**src/rtl/ovl_cfg_pkg.sv**
```systemverilog
package ovl_cfg_pkg;

    typedef enum logic [1:0] {
        WR_IDLE      = 2'd0,
        WR_ADDR_HELD = 2'd1,
        WR_DATA_HELD = 2'd2,
        WR_RESP      = 2'd3
    } wr_state_e;

    typedef enum logic [1:0] {
        TGT_NONE  = 2'd0,
        TGT_TAG   = 2'd1,
        TGT_INSTR = 2'd2,
        TGT_PACE  = 2'd3
    } cfg_target_e;

    localparam logic [1:0] RESP_OKAY = 2'b00;

endpackage

```
**src/rtl/ovl_wr_channel.sv**
```systemverilog
module ovl_wr_channel
    import ovl_cfg_pkg::*;
#(
    parameter int ADDR_W = 8,
    parameter int DATA_W = 32
) (
    input  logic              clk,
    input  logic              rst_n,
    input  logic              awvalid,
    output logic              awready,
    input  logic [ADDR_W-1:0] awaddr,
    input  logic              wvalid,
    output logic              wready,
    input  logic [DATA_W-1:0] wdata,
    output logic              bvalid,
    input  logic              bready,
    output logic [1:0]        bresp,
    output logic              commit,
    output logic [ADDR_W-1:0] cmt_addr,
    output logic [DATA_W-1:0] cmt_data
);

    wr_state_e state_q, state_d;
    logic [ADDR_W-1:0] addr_q;
    logic [DATA_W-1:0] data_q;
    logic              commit_q;
    logic              aw_hs, w_hs;

    assign aw_hs = awvalid && awready;
    assign w_hs  = wvalid && wready;

    // state register
    always_ff @(posedge clk) begin
        if (!rst_n) state_q <= WR_IDLE;
        else        state_q <= state_d;
    end

    // next state
    always_comb begin
        state_d = state_q;
        unique case (state_q)
            WR_IDLE: begin
                if (awvalid && wvalid) state_d = WR_RESP;
                else if (awvalid)      state_d = WR_ADDR_HELD;
                else if (wvalid)       state_d = WR_DATA_HELD;
            end
            WR_ADDR_HELD: if (wvalid)  state_d = WR_RESP;
            WR_DATA_HELD: if (awvalid) state_d = WR_RESP;
            WR_RESP:      if (bready)  state_d = WR_IDLE;
            default:                   state_d = WR_IDLE;
        endcase
    end

    // outputs
    always_comb begin
        awready = 1'b0;
        wready  = 1'b0;
        bvalid  = 1'b0;
        unique case (state_q)
            WR_IDLE:      begin awready = 1'b1; wready = 1'b1; end
            WR_ADDR_HELD: wready  = 1'b1;
            WR_DATA_HELD: awready = 1'b1;
            WR_RESP:      bvalid  = 1'b1;
            default:      bvalid  = 1'b0;
        endcase
    end

    assign bresp = RESP_OKAY;

    always_ff @(posedge clk) begin
        if (!rst_n) begin
            addr_q   <= '0;
            data_q   <= '0;
            commit_q <= 1'b0;
        end else begin
            if (aw_hs) addr_q <= awaddr;
            if (w_hs)  data_q <= wdata;
            commit_q <= (state_d == WR_RESP) && (state_q != WR_RESP);
        end
    end

    assign commit   = commit_q;
    assign cmt_addr = addr_q;
    assign cmt_data = data_q;

    // response held until taken
    assert_bvalid_hold_R2: assert property (@(posedge clk) disable iff (!rst_n)
        bvalid && !bready |=> bvalid);
    // commit pulse only while the response is presented
    assert_commit_in_resp_R2: assert property (@(posedge clk) disable iff (!rst_n)
        commit |-> bvalid);
    // no new handshake while a response is pending
    assert_no_accept_in_resp_R3: assert property (@(posedge clk) disable iff (!rst_n)
        $past(bvalid) && !$past(bready) |-> !awready && !wready);

endmodule

```
**src/rtl/ovl_cfg_regs.sv**
```systemverilog
module ovl_cfg_regs
    import ovl_cfg_pkg::*;
#(
    parameter int ADDR_W = 8,
    parameter int DATA_W = 32,
    parameter int TAG_W  = 4,
    parameter logic [ADDR_W-1:0] OFS_TAG   = 8'h30,
    parameter logic [ADDR_W-1:0] OFS_INSTR = 8'h34,
    parameter logic [ADDR_W-1:0] OFS_PACE  = 8'h38
) (
    input  logic              clk,
    input  logic              rst_n,
    input  logic              commit,
    input  logic [ADDR_W-1:0] cmt_addr,
    input  logic [DATA_W-1:0] cmt_data,
    output logic              load_stb,
    output logic [TAG_W-1:0]  load_tag,
    output logic [DATA_W-1:0] load_instr,
    output logic [DATA_W-1:0] word_count,
    output logic [DATA_W-1:0] ii_m1
);

    cfg_target_e tgt;
    logic [TAG_W-1:0]  tag_q;
    logic              pace_phase_q;
    logic              stb_q;
    logic [TAG_W-1:0]  ltag_q;
    logic [DATA_W-1:0] linstr_q, count_q, iim1_q;

    always_comb begin
        if      (cmt_addr == OFS_TAG)   tgt = TGT_TAG;
        else if (cmt_addr == OFS_INSTR) tgt = TGT_INSTR;
        else if (cmt_addr == OFS_PACE)  tgt = TGT_PACE;
        else                            tgt = TGT_NONE;
    end

    always_ff @(posedge clk) begin
        if (!rst_n) begin
            tag_q        <= '0;
            pace_phase_q <= 1'b0;
            stb_q        <= 1'b0;
            ltag_q       <= '0;
            linstr_q     <= '0;
            count_q      <= '0;
            iim1_q       <= '0;
        end else begin
            stb_q <= 1'b0;
            if (commit) begin
                unique case (tgt)
                    TGT_TAG:   tag_q <= cmt_data[TAG_W-1:0];
                    TGT_INSTR: begin
                        stb_q    <= 1'b1;
                        ltag_q   <= tag_q;
                        linstr_q <= cmt_data;
                    end
                    TGT_PACE: begin
                        if (pace_phase_q) iim1_q  <= cmt_data;
                        else              count_q <= cmt_data;
                        pace_phase_q <= ~pace_phase_q;
                    end
                    default: ;
                endcase
            end
        end
    end

    assign load_stb   = stb_q;
    assign load_tag   = ltag_q;
    assign load_instr = linstr_q;
    assign word_count = count_q;
    assign ii_m1      = iim1_q;

    // load pulse lasts a single cycle
    assert_load_single_R5: assert property (@(posedge clk) disable iff (!rst_n)
        load_stb |=> !load_stb);
    // load pulse follows a committed write
    assert_load_after_commit_R5: assert property (@(posedge clk) disable iff (!rst_n)
        $rose(load_stb) |-> $past(commit));
    // a count update leaves the phase pointing at the interval
    assert_count_phase_R7: assert property (@(posedge clk) disable iff (!rst_n)
        !$stable(word_count) |-> pace_phase_q);
    // an interval update leaves the phase pointing at the count
    assert_iim1_phase_R7: assert property (@(posedge clk) disable iff (!rst_n)
        !$stable(ii_m1) |-> !pace_phase_q);

endmodule

```
**src/rtl/ovl_lane_fanout.sv**
```systemverilog
module ovl_lane_fanout #(
    parameter int LANES  = 4,
    parameter int DATA_W = 32,
    parameter int TAG_W  = 4
) (
    input  logic                    load_stb,
    input  logic [TAG_W-1:0]        load_tag,
    input  logic [DATA_W-1:0]       load_instr,
    input  logic [DATA_W-1:0]       word_count,
    input  logic [DATA_W-1:0]       ii_m1,
    output logic [LANES-1:0]        lane_load,
    output logic [LANES*TAG_W-1:0]  lane_tag,
    output logic [LANES*DATA_W-1:0] lane_instr,
    output logic [LANES*DATA_W-1:0] lane_count,
    output logic [LANES*DATA_W-1:0] lane_iim1
);

    for (genvar g = 0; g < LANES; g++) begin : g_lane
        assign lane_load[g]                     = load_stb;
        assign lane_tag[g*TAG_W +: TAG_W]       = load_tag;
        assign lane_instr[g*DATA_W +: DATA_W]   = load_instr;
        assign lane_count[g*DATA_W +: DATA_W]   = word_count;
        assign lane_iim1[g*DATA_W +: DATA_W]    = ii_m1;
    end

endmodule

```
**src/rtl/overlay_cfg_regfile.sv**
```systemverilog
module overlay_cfg_regfile
    import ovl_cfg_pkg::*;
#(
    parameter int ADDR_W = 8,
    parameter int DATA_W = 32,
    parameter int TAG_W  = 4,
    parameter int LANES  = 4
) (
    input  logic                    clk,
    input  logic                    rst_n,
    input  logic                    s_awvalid,
    output logic                    s_awready,
    input  logic [ADDR_W-1:0]       s_awaddr,
    input  logic                    s_wvalid,
    output logic                    s_wready,
    input  logic [DATA_W-1:0]       s_wdata,
    output logic                    s_bvalid,
    input  logic                    s_bready,
    output logic [1:0]              s_bresp,
    output logic [LANES-1:0]        lane_load,
    output logic [LANES*TAG_W-1:0]  lane_tag,
    output logic [LANES*DATA_W-1:0] lane_instr,
    output logic [LANES*DATA_W-1:0] lane_count,
    output logic [LANES*DATA_W-1:0] lane_iim1
);

    logic              commit;
    logic [ADDR_W-1:0] cmt_addr;
    logic [DATA_W-1:0] cmt_data;
    logic              load_stb;
    logic [TAG_W-1:0]  load_tag;
    logic [DATA_W-1:0] load_instr, word_count, ii_m1;

    ovl_wr_channel #(.ADDR_W(ADDR_W), .DATA_W(DATA_W)) u_wr (
        .clk(clk), .rst_n(rst_n),
        .awvalid(s_awvalid), .awready(s_awready), .awaddr(s_awaddr),
        .wvalid(s_wvalid), .wready(s_wready), .wdata(s_wdata),
        .bvalid(s_bvalid), .bready(s_bready), .bresp(s_bresp),
        .commit(commit), .cmt_addr(cmt_addr), .cmt_data(cmt_data)
    );

    ovl_cfg_regs #(.ADDR_W(ADDR_W), .DATA_W(DATA_W), .TAG_W(TAG_W)) u_regs (
        .clk(clk), .rst_n(rst_n),
        .commit(commit), .cmt_addr(cmt_addr), .cmt_data(cmt_data),
        .load_stb(load_stb), .load_tag(load_tag), .load_instr(load_instr),
        .word_count(word_count), .ii_m1(ii_m1)
    );

    ovl_lane_fanout #(.LANES(LANES), .DATA_W(DATA_W), .TAG_W(TAG_W)) u_fan (
        .load_stb(load_stb), .load_tag(load_tag), .load_instr(load_instr),
        .word_count(word_count), .ii_m1(ii_m1),
        .lane_load(lane_load), .lane_tag(lane_tag), .lane_instr(lane_instr),
        .lane_count(lane_count), .lane_iim1(lane_iim1)
    );

    // the response code is OKAY whenever it is presented
    assert_bresp_okay_R2: assert property (@(posedge clk) disable iff (!rst_n)
        $rose(s_bvalid) |-> s_bresp == RESP_OKAY && $past(s_awready || s_wready));

endmodule

```
**config.mk**
```make
export PLATFORM = sky130hd
export DESIGN_NAME = overlay_cfg_regfile
export DESIGN_NICKNAME = d
export VERILOG_FILES = /design/src/rtl/ovl_cfg_pkg.sv /design/src/rtl/ovl_wr_channel.sv /design/src/rtl/ovl_cfg_regs.sv /design/src/rtl/ovl_lane_fanout.sv /design/src/rtl/overlay_cfg_regfile.sv
export SDC_FILE = /design/constraint.sdc
export NUM_CORES = 1
export LEC_CHECK = 0
export BUFFER_PORTS_ARGS = -buffer_cell sky130_fd_sc_hd__buf_2
export CORE_AREA = 2 2 177 179
export DETAILED_ROUTE_END_ITERATION = 8
export DIE_AREA = 0 0 179 181
export GPL_TIMING_DRIVEN = 0
export HOLD_SLACK_MARGIN = 0.03
export PLACE_DENSITY = 0.52
export SLEW_MARGIN = 20
export SYNTH_ARGS = -nofsm -noshare
export SYNTH_HDL_FRONTEND = slang
export SYNTH_SLANG_ARGS = --single-unit
```
**constraint.sdc**
```tcl
create_clock -name clk -period 1.6 [get_ports clk]
set_clock_uncertainty 0.2 [all_clocks]
set_input_delay 0.24 -clock clk [delete_from_list [all_inputs] [get_ports clk]]
set_output_delay 0.24 -clock clk [all_outputs]
set_load 0.05 [all_outputs]
```
* Word-level counts from Yosys, hierarchy flattened *
Cells that the tools add are included.
Widths: inputs -> output; s select.

storage, ports and cells
  bits of input ports = 45
  flip-flop bits (word level) = 149

cells by class
  multiplexer cells = 14
  bitwise operators = 1
  eq/ne operators = 11
  reduce and logical (&&, ||, !) cells = 13

operator list
  operator            count
  $eq 8x6->1 const B  3
  $mux 2              9
  $eq 2x2->1 const B  5
  $pmux 2 s4          1
  $reduce_and 2->1    4
  $reduce_and 3->1    2
  $eq 2x1->1 const B  2
  $logic_and 1x1->1   4
  $mux 1              4
  $reduce_or 2->1     2
  $logic_not 2->1     1
  $ne 2x2->1 const B  1
  $not 1->1           1

* Longest topological paths before layout *
Gate-level depths: netlist of run 1.

  word-level depth = 6
  gate-level depth with buffers = 5

* Cells and area by module *
Synthesis of run 1 repeated with hierarchy kept, for this count alone.

second synthesis, totals
  cell total of the unflattened synthesis = 983
  area total of the unflattened synthesis = 8,808.4 um^2

modules (own cells, without submodules)
  module           cells an instance  sequential area each (um^2)  area each (um^2)  times used
  ovl_cfg_regs     388                2,122.0                      3,950.0           1
  ovl_lane_fanout  404                0.0                          3,032.9           1
  ovl_wr_channel   191                860.8                        1,825.5           1

* Worst setup path before layout of run 1 *
Ideal clock, no wire load.

  path kind = register to register
  start = register u_wr.state_q[0]
  end = register u_wr.state_q[0]
  arrival time = 1,519 ps
  setup time = 164 ps
  buffers on the path = 0
  cell stages (with the launch flop) = 4
  path slack = -283 ps
  cell sequence = dfxtp_1 -> inv_1 -> nor2_1 -> a211oi_1

on the way
  cells in the longest elaborated chain, start to end = 4
  elaborated cells between the ends (all ways) = 11

ends and longest elaborated chain
  what                    line                  source
  from (decl)             ovl_wr_channel.sv:23  wr_state_e state_q, state_d;
  from (signal assigned)  ovl_wr_channel.sv:35  else state_q <= state_d;
  $mux 2                  ovl_wr_channel.sv:45  else if (wvalid) state_d = WR_DATA_HELD;
  $mux 2                  ovl_wr_channel.sv:44  else if (awvalid) state_d = WR_ADDR_HELD;
  $mux 2                  ovl_wr_channel.sv:43  if (awvalid && wvalid) state_d = WR_RESP;
  $pmux 2 s4 (*)          ovl_wr_channel.sv:41  unique case (state_q)

Mark *: on every way between the ends. The rest lies on a longest branch, timed or not.
A chain may end at the register's enable or synchronous reset.

* Worst setup path in the final report of run 1 *
  start = register u_wr.addr_q[7] (netlist: u_wr.cmt_addr[7])
  end = register u_regs.count_q[29] (netlist: u_regs.word_count[29])

on the way
  cells in the longest elaborated chain, start to end = 6
  elaborated cells between the ends (all ways) = 8

ends and longest elaborated chain
  what                                   line                  source
  from (decl)                            ovl_wr_channel.sv:24  logic [ADDR_W-1:0] addr_q;
  from (signal assigned)                 ovl_wr_channel.sv:76  if (aw_hs) addr_q <= awaddr;
  $eq 8x6->1                             ovl_cfg_regs.sv:33    else if (cmt_addr == OFS_PACE) tgt = TGT_PACE;
  $mux 2                                 ovl_cfg_regs.sv:33
  $mux 2                                 ovl_cfg_regs.sv:32    else if (cmt_addr == OFS_INSTR) tgt = TGT_INSTR;
  $mux 2 (*)                             ovl_cfg_regs.sv:31    if (cmt_addr == OFS_TAG) tgt = TGT_TAG;
  $eq 2x2->1 (*)                         ovl_cfg_regs.sv:49    unique case (tgt)
  $reduce_and 3->1 (no source line) (*)  -
  to (signal assigned)                   ovl_cfg_regs.sv:58    else count_q <= cmt_data;
  to (decl)                              ovl_cfg_regs.sv:28    logic [DATA_W-1:0] linstr_q, count_q, iim1_q;

Marks and branches as above.

==> results of run 1 <==
-- metal layers --
metal | track usage | vias to the layer above
met3 | 0.0263 | 20
li1 | - | 3514
met4 | 0.0397 | 0
met5 | 0 | -
met1 | 0.181 | 3227
met2 | 0.296 | 263
-- power breakdown --
part	switching (W)	internal [W]	leakage (nW)	total [W]
Combinational	0.000311	0.000216	5.88	0.000528
Sequential	0.0000349	0.00376	1.26	0.00379
Clock	0.00172	0.00220	0.274	0.00392
Total	0.00207	0.00617	7.42	0.00824
-- state kept, by name, indices dropped and copies added, names as in the netlist --
| name | flops |
|---|---|
| u_regs.ii_m1 | 32 |
| u_regs.load_instr | 32 |
| u_regs.load_stb | 1 |
| u_regs.load_tag | 4 |
| u_regs.pace_phase_q | 1 |
| u_regs.tag_q | 4 |
| u_regs.word_count | 32 |
| u_wr.cmt_addr | 8 |
| u_wr.cmt_data | 32 |
| u_wr.commit | 1 |
| u_wr.state_q | 2 |
-- cells in the final DEF (no fill, tap or decap), types with 2 or more instances in the layout --
cell / synthesis / routed
dfxtp_4: 0 / 10
clkinvlp_4: 0 / 2
buf_4: 306 / 602
clkbuf_4: 0 / 11
buf_16: 0 / 2
mux2i_1: 113 / 113
clkbuf_1: 22 / 15
a21oi_1: 33 / 33
nand2_1: 201 / 201
clkbuf_2: 1 / 5
conb_1: 1 / 2
dfxtp_1: 149 / 45
dfxtp_2: 0 / 94
dlygate4sd3_1: 0 / 43
buf_1: 2 / 2
clkinv_2: 0 / 3
clkbuf_16: 0 / 18
buf_6: 10 / 7
inv_6: 0 / 6
buf_2: 4 / 147
buf_12: 0 / 12
nor2_1: 11 / 10
nor2b_1: 3 / 2
-- what timing repair did --
action / in CTS / in global routing
setup buffers: 8 / 0
endpoints found under the setup margin: 474 / 221
pin swaps: 6 / 2
gates resized for setup: 412 / 58
hold endpoints to repair: 43 / 0
hold buffers: 43 / 0
gates cloned: 2 / 1
-- final cells by class --
class,count,share of cell area
Multi-Input combinational cell,375,0.178
Buffer,344,0.205
Sequential cell,149,0.246
Timing Repair Buffer,504,0.287
Clock buffer,18,0.0345
Tap cell,396,0.0389
Clock inverter,13,0.00952
Inverter,3,0.000884
-- logic make-up (layout without fill, tap and decap cells) --
family | count (synthesis) | count (layout) | synth area share
buffers and inverters | 348 | 882 | 0.327
AND/OR/NAND/NOR | 225 | 225 | 0.118
flip-flops | 149 | 149 | 0.385
multiplexers | 113 | 113 | 0.146
AO/OA/AOI/OAI | 35 | 35 | 0.0229
other | 1 | 2 | 0.000484
-- synth_stat cells --
library cell / count / area [um^2]
buf_4: 306 / 2300
nand2_1: 201 / 754
dfxtp_1: 149 / 2980
mux2i_1: 113 / 1130
a21oi_1: 33 / 165
clkbuf_1: 22 / 82.6
nor2_1: 11 / 41.3
buf_6: 10 / 113
buf_2: 4 / 20.0
nor2b_1: 3 / 18.8
and4bb_2: 2 / 25.0
buf_1: 2 / 7.51
inv_1: 2 / 7.51
nand2b_1: 2 / 12.5
a211oi_1: 1 / 7.51
clkbuf_2: 1 / 5.00
clkinv_1: 1 / 3.75
conb_1: 1 / 3.75
nand3_1: 1 / 5.00
nand4_2: 1 / 12.5
nand4b_1: 1 / 8.76
nand4b_2: 1 / 15.0
nor3_1: 1 / 5.00
nor3b_4: 1 / 18.8
o21ai_0: 1 / 5.00
-- through the flow --
step                power, W  utilization
floorplan            0.00413            -
global placement     0.00431        0.346
detailed placement   0.00431        0.346
CTS                  0.00836        0.415
global route         0.00857        0.420
finish               0.00824        0.420
-- final timing paths --
path	to	slack [ns]	depth (start not counted)
max	u_regs.word_count[29]$_SDFFE_PN0P_	-0.07	6
min	u_wr.cmt_data[0]$_SDFFE_PN0P_	0.04	4
max reg2reg	u_regs.word_count[29]$_SDFFE_PN0P_	-0.07	6
min reg2reg	u_wr.cmt_data[2]$_SDFFE_PN0P_	0.25	2
-- worst max-delay path: cells and delay by family, from the launching register on --
kind          cells  cell delay, ns
flops             1            0.32
mux               1            0.12
simple gates      2            0.46
buf+inv           3            0.44
==> impl_results.md, run 1 <==
- RSZ-0062 raised after global routing: true
- Minimum clock period: 1.67 ns
- Drt total wl: 26500 um
- Crit Path Max Fanout: 10
- Diodes inserted: 0
- IO Port Bufs: 450
- Initial antenna violation count: 0
- RR Startpoint: u_wr.cmt_addr[7]$_SDFFE_PN0P_
- Ys Warns: 0
- TNS Setup: -4.22 ns
- Vias in the first global route: 6748
- Synth unique cells: 25
- Final period utilization: 1.04
- Initial DRC count: 211
- Hold_sp: s_wvalid
- Pwr/cell area: 646 nW/um^2
- Least-Margin Pin Slew: 0.685 ns
- Root buffer cell: clkbuf_16
- Layout cells sized above 1: 0.663
- F_max: 598 MHz
- Cell Area, Placed: 10500 um^2
- DR pass1 iterations: 4
- Routability cong.: 0.728
- Failing checks: negative setup slack
- Core outline area: 30300 um^2
- Worst setup SP type: flip-flop
- WP data required: 1.70 ns
- Met2 WL: 13800 um
- Via density: 3.90
- Final Cell Area: 12700 um^2
- Register Area: 3140 um^2
- Die width: 179 um
- Area growth syn-to-layout: 64.5%
- Non-filler cells, final: 1802
- Slew Limit Headroom: 0.543
- DR DRC count: 0
- Worst hold path class: input port to flip-flop
- Register area share after synthesis: 0.385
- Wl on met1: 10900 um
- Dpl ws: -0.285 ns
- # nets final: 1439
- CP max stage delay: 0.34 ns
- Longest Clk Path Bufs: 2
- Global-route wire length before repair: 38700 um
- Worst setup EP type: flip-flop
- Worst ir drop on vdd: 568 uV
- Top Metal Used: met4
- Worst Setup Slack, final: -0.0711 ns
- Slowest CP cell: and4bb_4
- Chip height: 181 um
- Critical path launch point: u_wr.cmt_addr[7]$_SDFFE_PN0P_
- CTS tree: done
- # rows: 64
- Num Clock Sinks: 149
- Post-Synthesis Cell Area: 7750 um^2
- Multi-input logic area: 2270 um^2
- Avg Inst Size Synth: 8.90 um^2
- Fill count: 2995
- Total track usage: 0.157
- Crit-path cells: and4bb_4, buf_6, nand4b_4, buf_12, buf_12, mux2i_1
- Clk slew on worst S/H paths: 0.07 ns
- Max cap viols: 0
- Number of top-level pins: 454
- Final Hold Viols: 0
- Starting density of the core: 0.255
- Drt wl/cell: 14.7 um
- Die area: 32400 um^2
- Max Slew Vio Count: 0
- Clock latency on the worst-skew pair: 0.42 ns
- Routed vias: 7024
- Post-DP HPWL: 19400 um
- Crit path top cell by count: buf_12
- Leakage: 7.42 nW
- Mapped Cells: 871
- Inst Count DP: 1718
- Status: finished with violations
- Worst Path Arrival: 1.77 ns
- TritonCTS Buffers: 17
- Routed Antenna Nets: 0
- Setup violators final: 97
- CTS H-tree depth: 4
- #FFs+latches synth: 149
- WL met3: 1540 um
- Total grt overflow: 0
- Hold_ws: 0.0410 ns
- CP Class: flip-flop to flip-flop
- Largest net degree at the start of global routing: 17
Note: power is estimated with default switching activity, not from simulation.
==> inputs of run 2 (changes only) <==
--- a/config.mk
+++ b/config.mk
@@ -6,13 +6,14 @@
 export NUM_CORES = 1
 export LEC_CHECK = 0
 export BUFFER_PORTS_ARGS = -buffer_cell sky130_fd_sc_hd__buf_2
-export CORE_AREA = 2 2 177 179
+export CORE_AREA = 2 2 175 177
 export DETAILED_ROUTE_END_ITERATION = 8
-export DIE_AREA = 0 0 179 181
+export DIE_AREA = 0 0 177 179
 export GPL_TIMING_DRIVEN = 0
 export HOLD_SLACK_MARGIN = 0.03
-export PLACE_DENSITY = 0.52
+export PLACE_DENSITY = 0.53
 export SLEW_MARGIN = 20
 export SYNTH_ARGS = -nofsm -noshare
 export SYNTH_HDL_FRONTEND = slang
 export SYNTH_SLANG_ARGS = --single-unit
+export TNS_END_PERCENT = 100
==> run 2 against run 1 <==
Sequential power about the same. Critical path type unchanged. Non-clock buffer count rose by 6. Routed wire length decreased by 1.2%. Worst setup slack worse by 0.020 ns. Hold slack worse by 0.050 ns. Die area shrank 2.2%. Cell count grew 0.39%. The flow finishes with violations (negative hold slack, negative setup slack).
==> impl_results.md, run 2 (same netlist as run 1, synthesis figures left out) <==
- Least-Margin Pin Slew: 0.669 ns
- Largest net degree at the start of global routing: 17
- Worst r2r path cells: 5
- Worst setup SP type: flip-flop
- Setup violators final: 85
- Flop2flop setup slack: -0.09 ns
- Core outline area: 30000 um^2
- Vias in the first global route: 6416
- Total track usage: 0.153
- # nets final: 1445
- Worst Path Arrival: 1.78 ns
- Minimum clock period: 1.69 ns
- Total grt overflow: 0
- Cell depth of the worst hold path: 3
- Starting density of the core: 0.258
- Area growth syn-to-layout: 65.0%
- Diodes inserted: 0
- # rows: 64
- F_max: 591 MHz
- Longest Clk Path Bufs: 2
- Hold_ws: -0.00897 ns
- Slowest CP cell: and4bb_4
- Routed Antenna Nets: 0
- Dpl ws: -0.276 ns
- Max cap viols: 0
- Commonest non-fill, non-tap cell in the layout: buf_4
- Routability cong.: 0.718
- Clock latency on the worst-skew pair: 0.42 ns
- Worst path buffer plus inverter count: 2
- CTS H-tree depth: 4
- TritonCTS Buffers: 17
- Pwr/cell area: 664 nW/um^2
- Min-Delay Endpoint: u_wr.state_q[1]$_SDFF_PN0_
- Worst Setup Slack, final: -0.0908 ns
- Crit Path Max Fanout: 10
- Hold_sp: s_wvalid
- Final period utilization: 1.06
- DR DRC count: 0
- Die width: 177 um
- WP data required: 1.69 ns
- Root buffer cell: clkbuf_16
- Leakage: 7.44 nW
- RSZ-0062 raised after global routing: true
- Chip height: 179 um
- Non-filler cells, final: 1809
- Initial antenna violation count: 0
- CP delay by family, top: simple AND/OR/NAND/NOR gates
- Status: finished with violations
- Final Hold Viols: 1
- Worst r2r dst: u_regs.ii_m1[23]$_SDFFE_PN0P_
- Num Clock Sinks: 149
- Routed vias: 7026
- Inst Count DP: 1718
- Number of top-level pins: 454
- Initial DRC count: 249
- Commonest cells after routing, fill and taps aside: buf_4 (615), nand2_1 (201), buf_2 (147), mux2i_1 (113), dfxtp_2 (93)
- Max Slew Vio Count: 0
- CP Class: flip-flop to flip-flop
- Failing checks: negative hold slack, negative setup slack
- DR pass1 iterations: 4
- Clk slew on worst S/H paths: 0.06 ns
- Worst hold path class: input port to flip-flop
- Via density: 3.88
- Slew Limit Headroom: 0.554
- RR Startpoint: u_wr.cmt_addr[6]$_SDFFE_PN0P_
- Post-DP HPWL: 19000 um
- Worst ir drop on vdd: 603 uV
- Drt total wl: 26200 um
- IO Port Bufs: 450
- Die area: 31700 um^2
- Layout cells sized above 1: 0.664
- CP max stage delay: 0.37 ns
- Crit-path cells: and4bb_4, buf_4, nand4_4, buf_6, mux2i_1
- CTS tree: done
- Worst setup EP type: flip-flop
- TNS Setup: -3.26 ns
- Core Util, Final: 0.426
- Fill count: 2998
- Global-route wire length before repair: 36800 um
- Drt wl/cell: 14.5 um
## run 2: cell count changes in the layout (fill, tap and decap cells not counted), moves of 2 or more
cell	delta
clkbuf_4	-7
buf_12	-6
inv_6	-2
buf_4	+13
buf_8	+4
bufinv_16	+2
clkbuf_16	+2
buf_16	-2
clkbuf_2	+5
## run 2: worst max path at each step
| stage | from | end | slack (ns) | cells after the start |
|---|---|---|---|---|
| floorplan | u_wr.cmt_addr[6]$_SDFFE_PN0P_ | u_regs.load_instr[2]$_SDFFE_PN0P_ | 0.12 | 5 |
| global route | u_wr.cmt_addr[6]$_SDFFE_PN0P_ | u_regs.ii_m1[27]$_SDFFE_PN0P_ | -0.12 | 5 |
| finish | u_wr.cmt_addr[6]$_SDFFE_PN0P_ | u_regs.ii_m1[23]$_SDFFE_PN0P_ | -0.09 | 5 |
| global placement | u_wr.cmt_addr[6]$_SDFFE_PN0P_ | u_regs.word_count[30]$_SDFFE_PN0P_ | -0.25 | 4 |
| CTS | u_wr.cmt_addr[7]$_SDFFE_PN0P_ | u_regs.load_instr[21]$_SDFFE_PN0P_ | -0.08 | 5 |
| detailed placement | u_wr.cmt_addr[6]$_SDFFE_PN0P_ | u_regs.word_count[1]$_SDFFE_PN0P_ | -0.28 | 4 |
## run 2: worst reg2reg max path: stages (launching register included)
cell and delay (ns):
dfxtp_2 0.32, and4bb_4 0.37, buf_4 0.14, nand4_4 0.17, buf_6 0.23, mux2i_1 0.14
## run 2: what timing repair did
action / 4_1_cts / 5_1_grt
cloned: 1 / 3
setup endpoints to repair: 475 / 222
endpoints found under the hold margin: 43 / 0
buffers inserted: 11 / 4
resized for setup: 413 / 57
hold buffers: 44 / 0
pin swaps: 6 / 4
## run 2: through the flow
stage | power (W) | instance area (um^2) | hold WS [ns]
after CTS | 0.00864 | 12600 | 0.0583
final | 0.00849 | 12800 | -0.00897
after detailed placement | 0.00431 | 10500 | 0.238
after floorplan | 0.00413 | 7760 | 0.132
after global placement | 0.00431 | 10500 | 0.236
after global routing | 0.00885 | 12800 | 0.0823
## run 2: report_power, final
part	leakage, nW	switching [W]	internal (W)
clock network	0.291	0.00169	0.00248
logic	5.89	0.000307	0.000214
registers	1.26	0.0000343	0.00375
total	7.44	0.00203	0.00645
## run 2: layer usage
metal | wire length (um) | global-route usage
met2 | 13400 | 0.279
met5 | 0 | 0
met1 | 11100 | 0.185
met3 | 1520 | 0.0280
met4 | 168 | 0.0341
## run 2: layout make-up
class                   instances  area, um^2  share of cell area
well taps                     396         495              0.0388
multi-input cells             375        2270               0.178
flip-flops and latches        149        3140               0.246
repair buffers                510        3670               0.287
plain buffers                 344        2590               0.203
clock buffers                  19         433              0.0339
inverters                       3        11.3            0.000881
clock inverters                13         170              0.0133
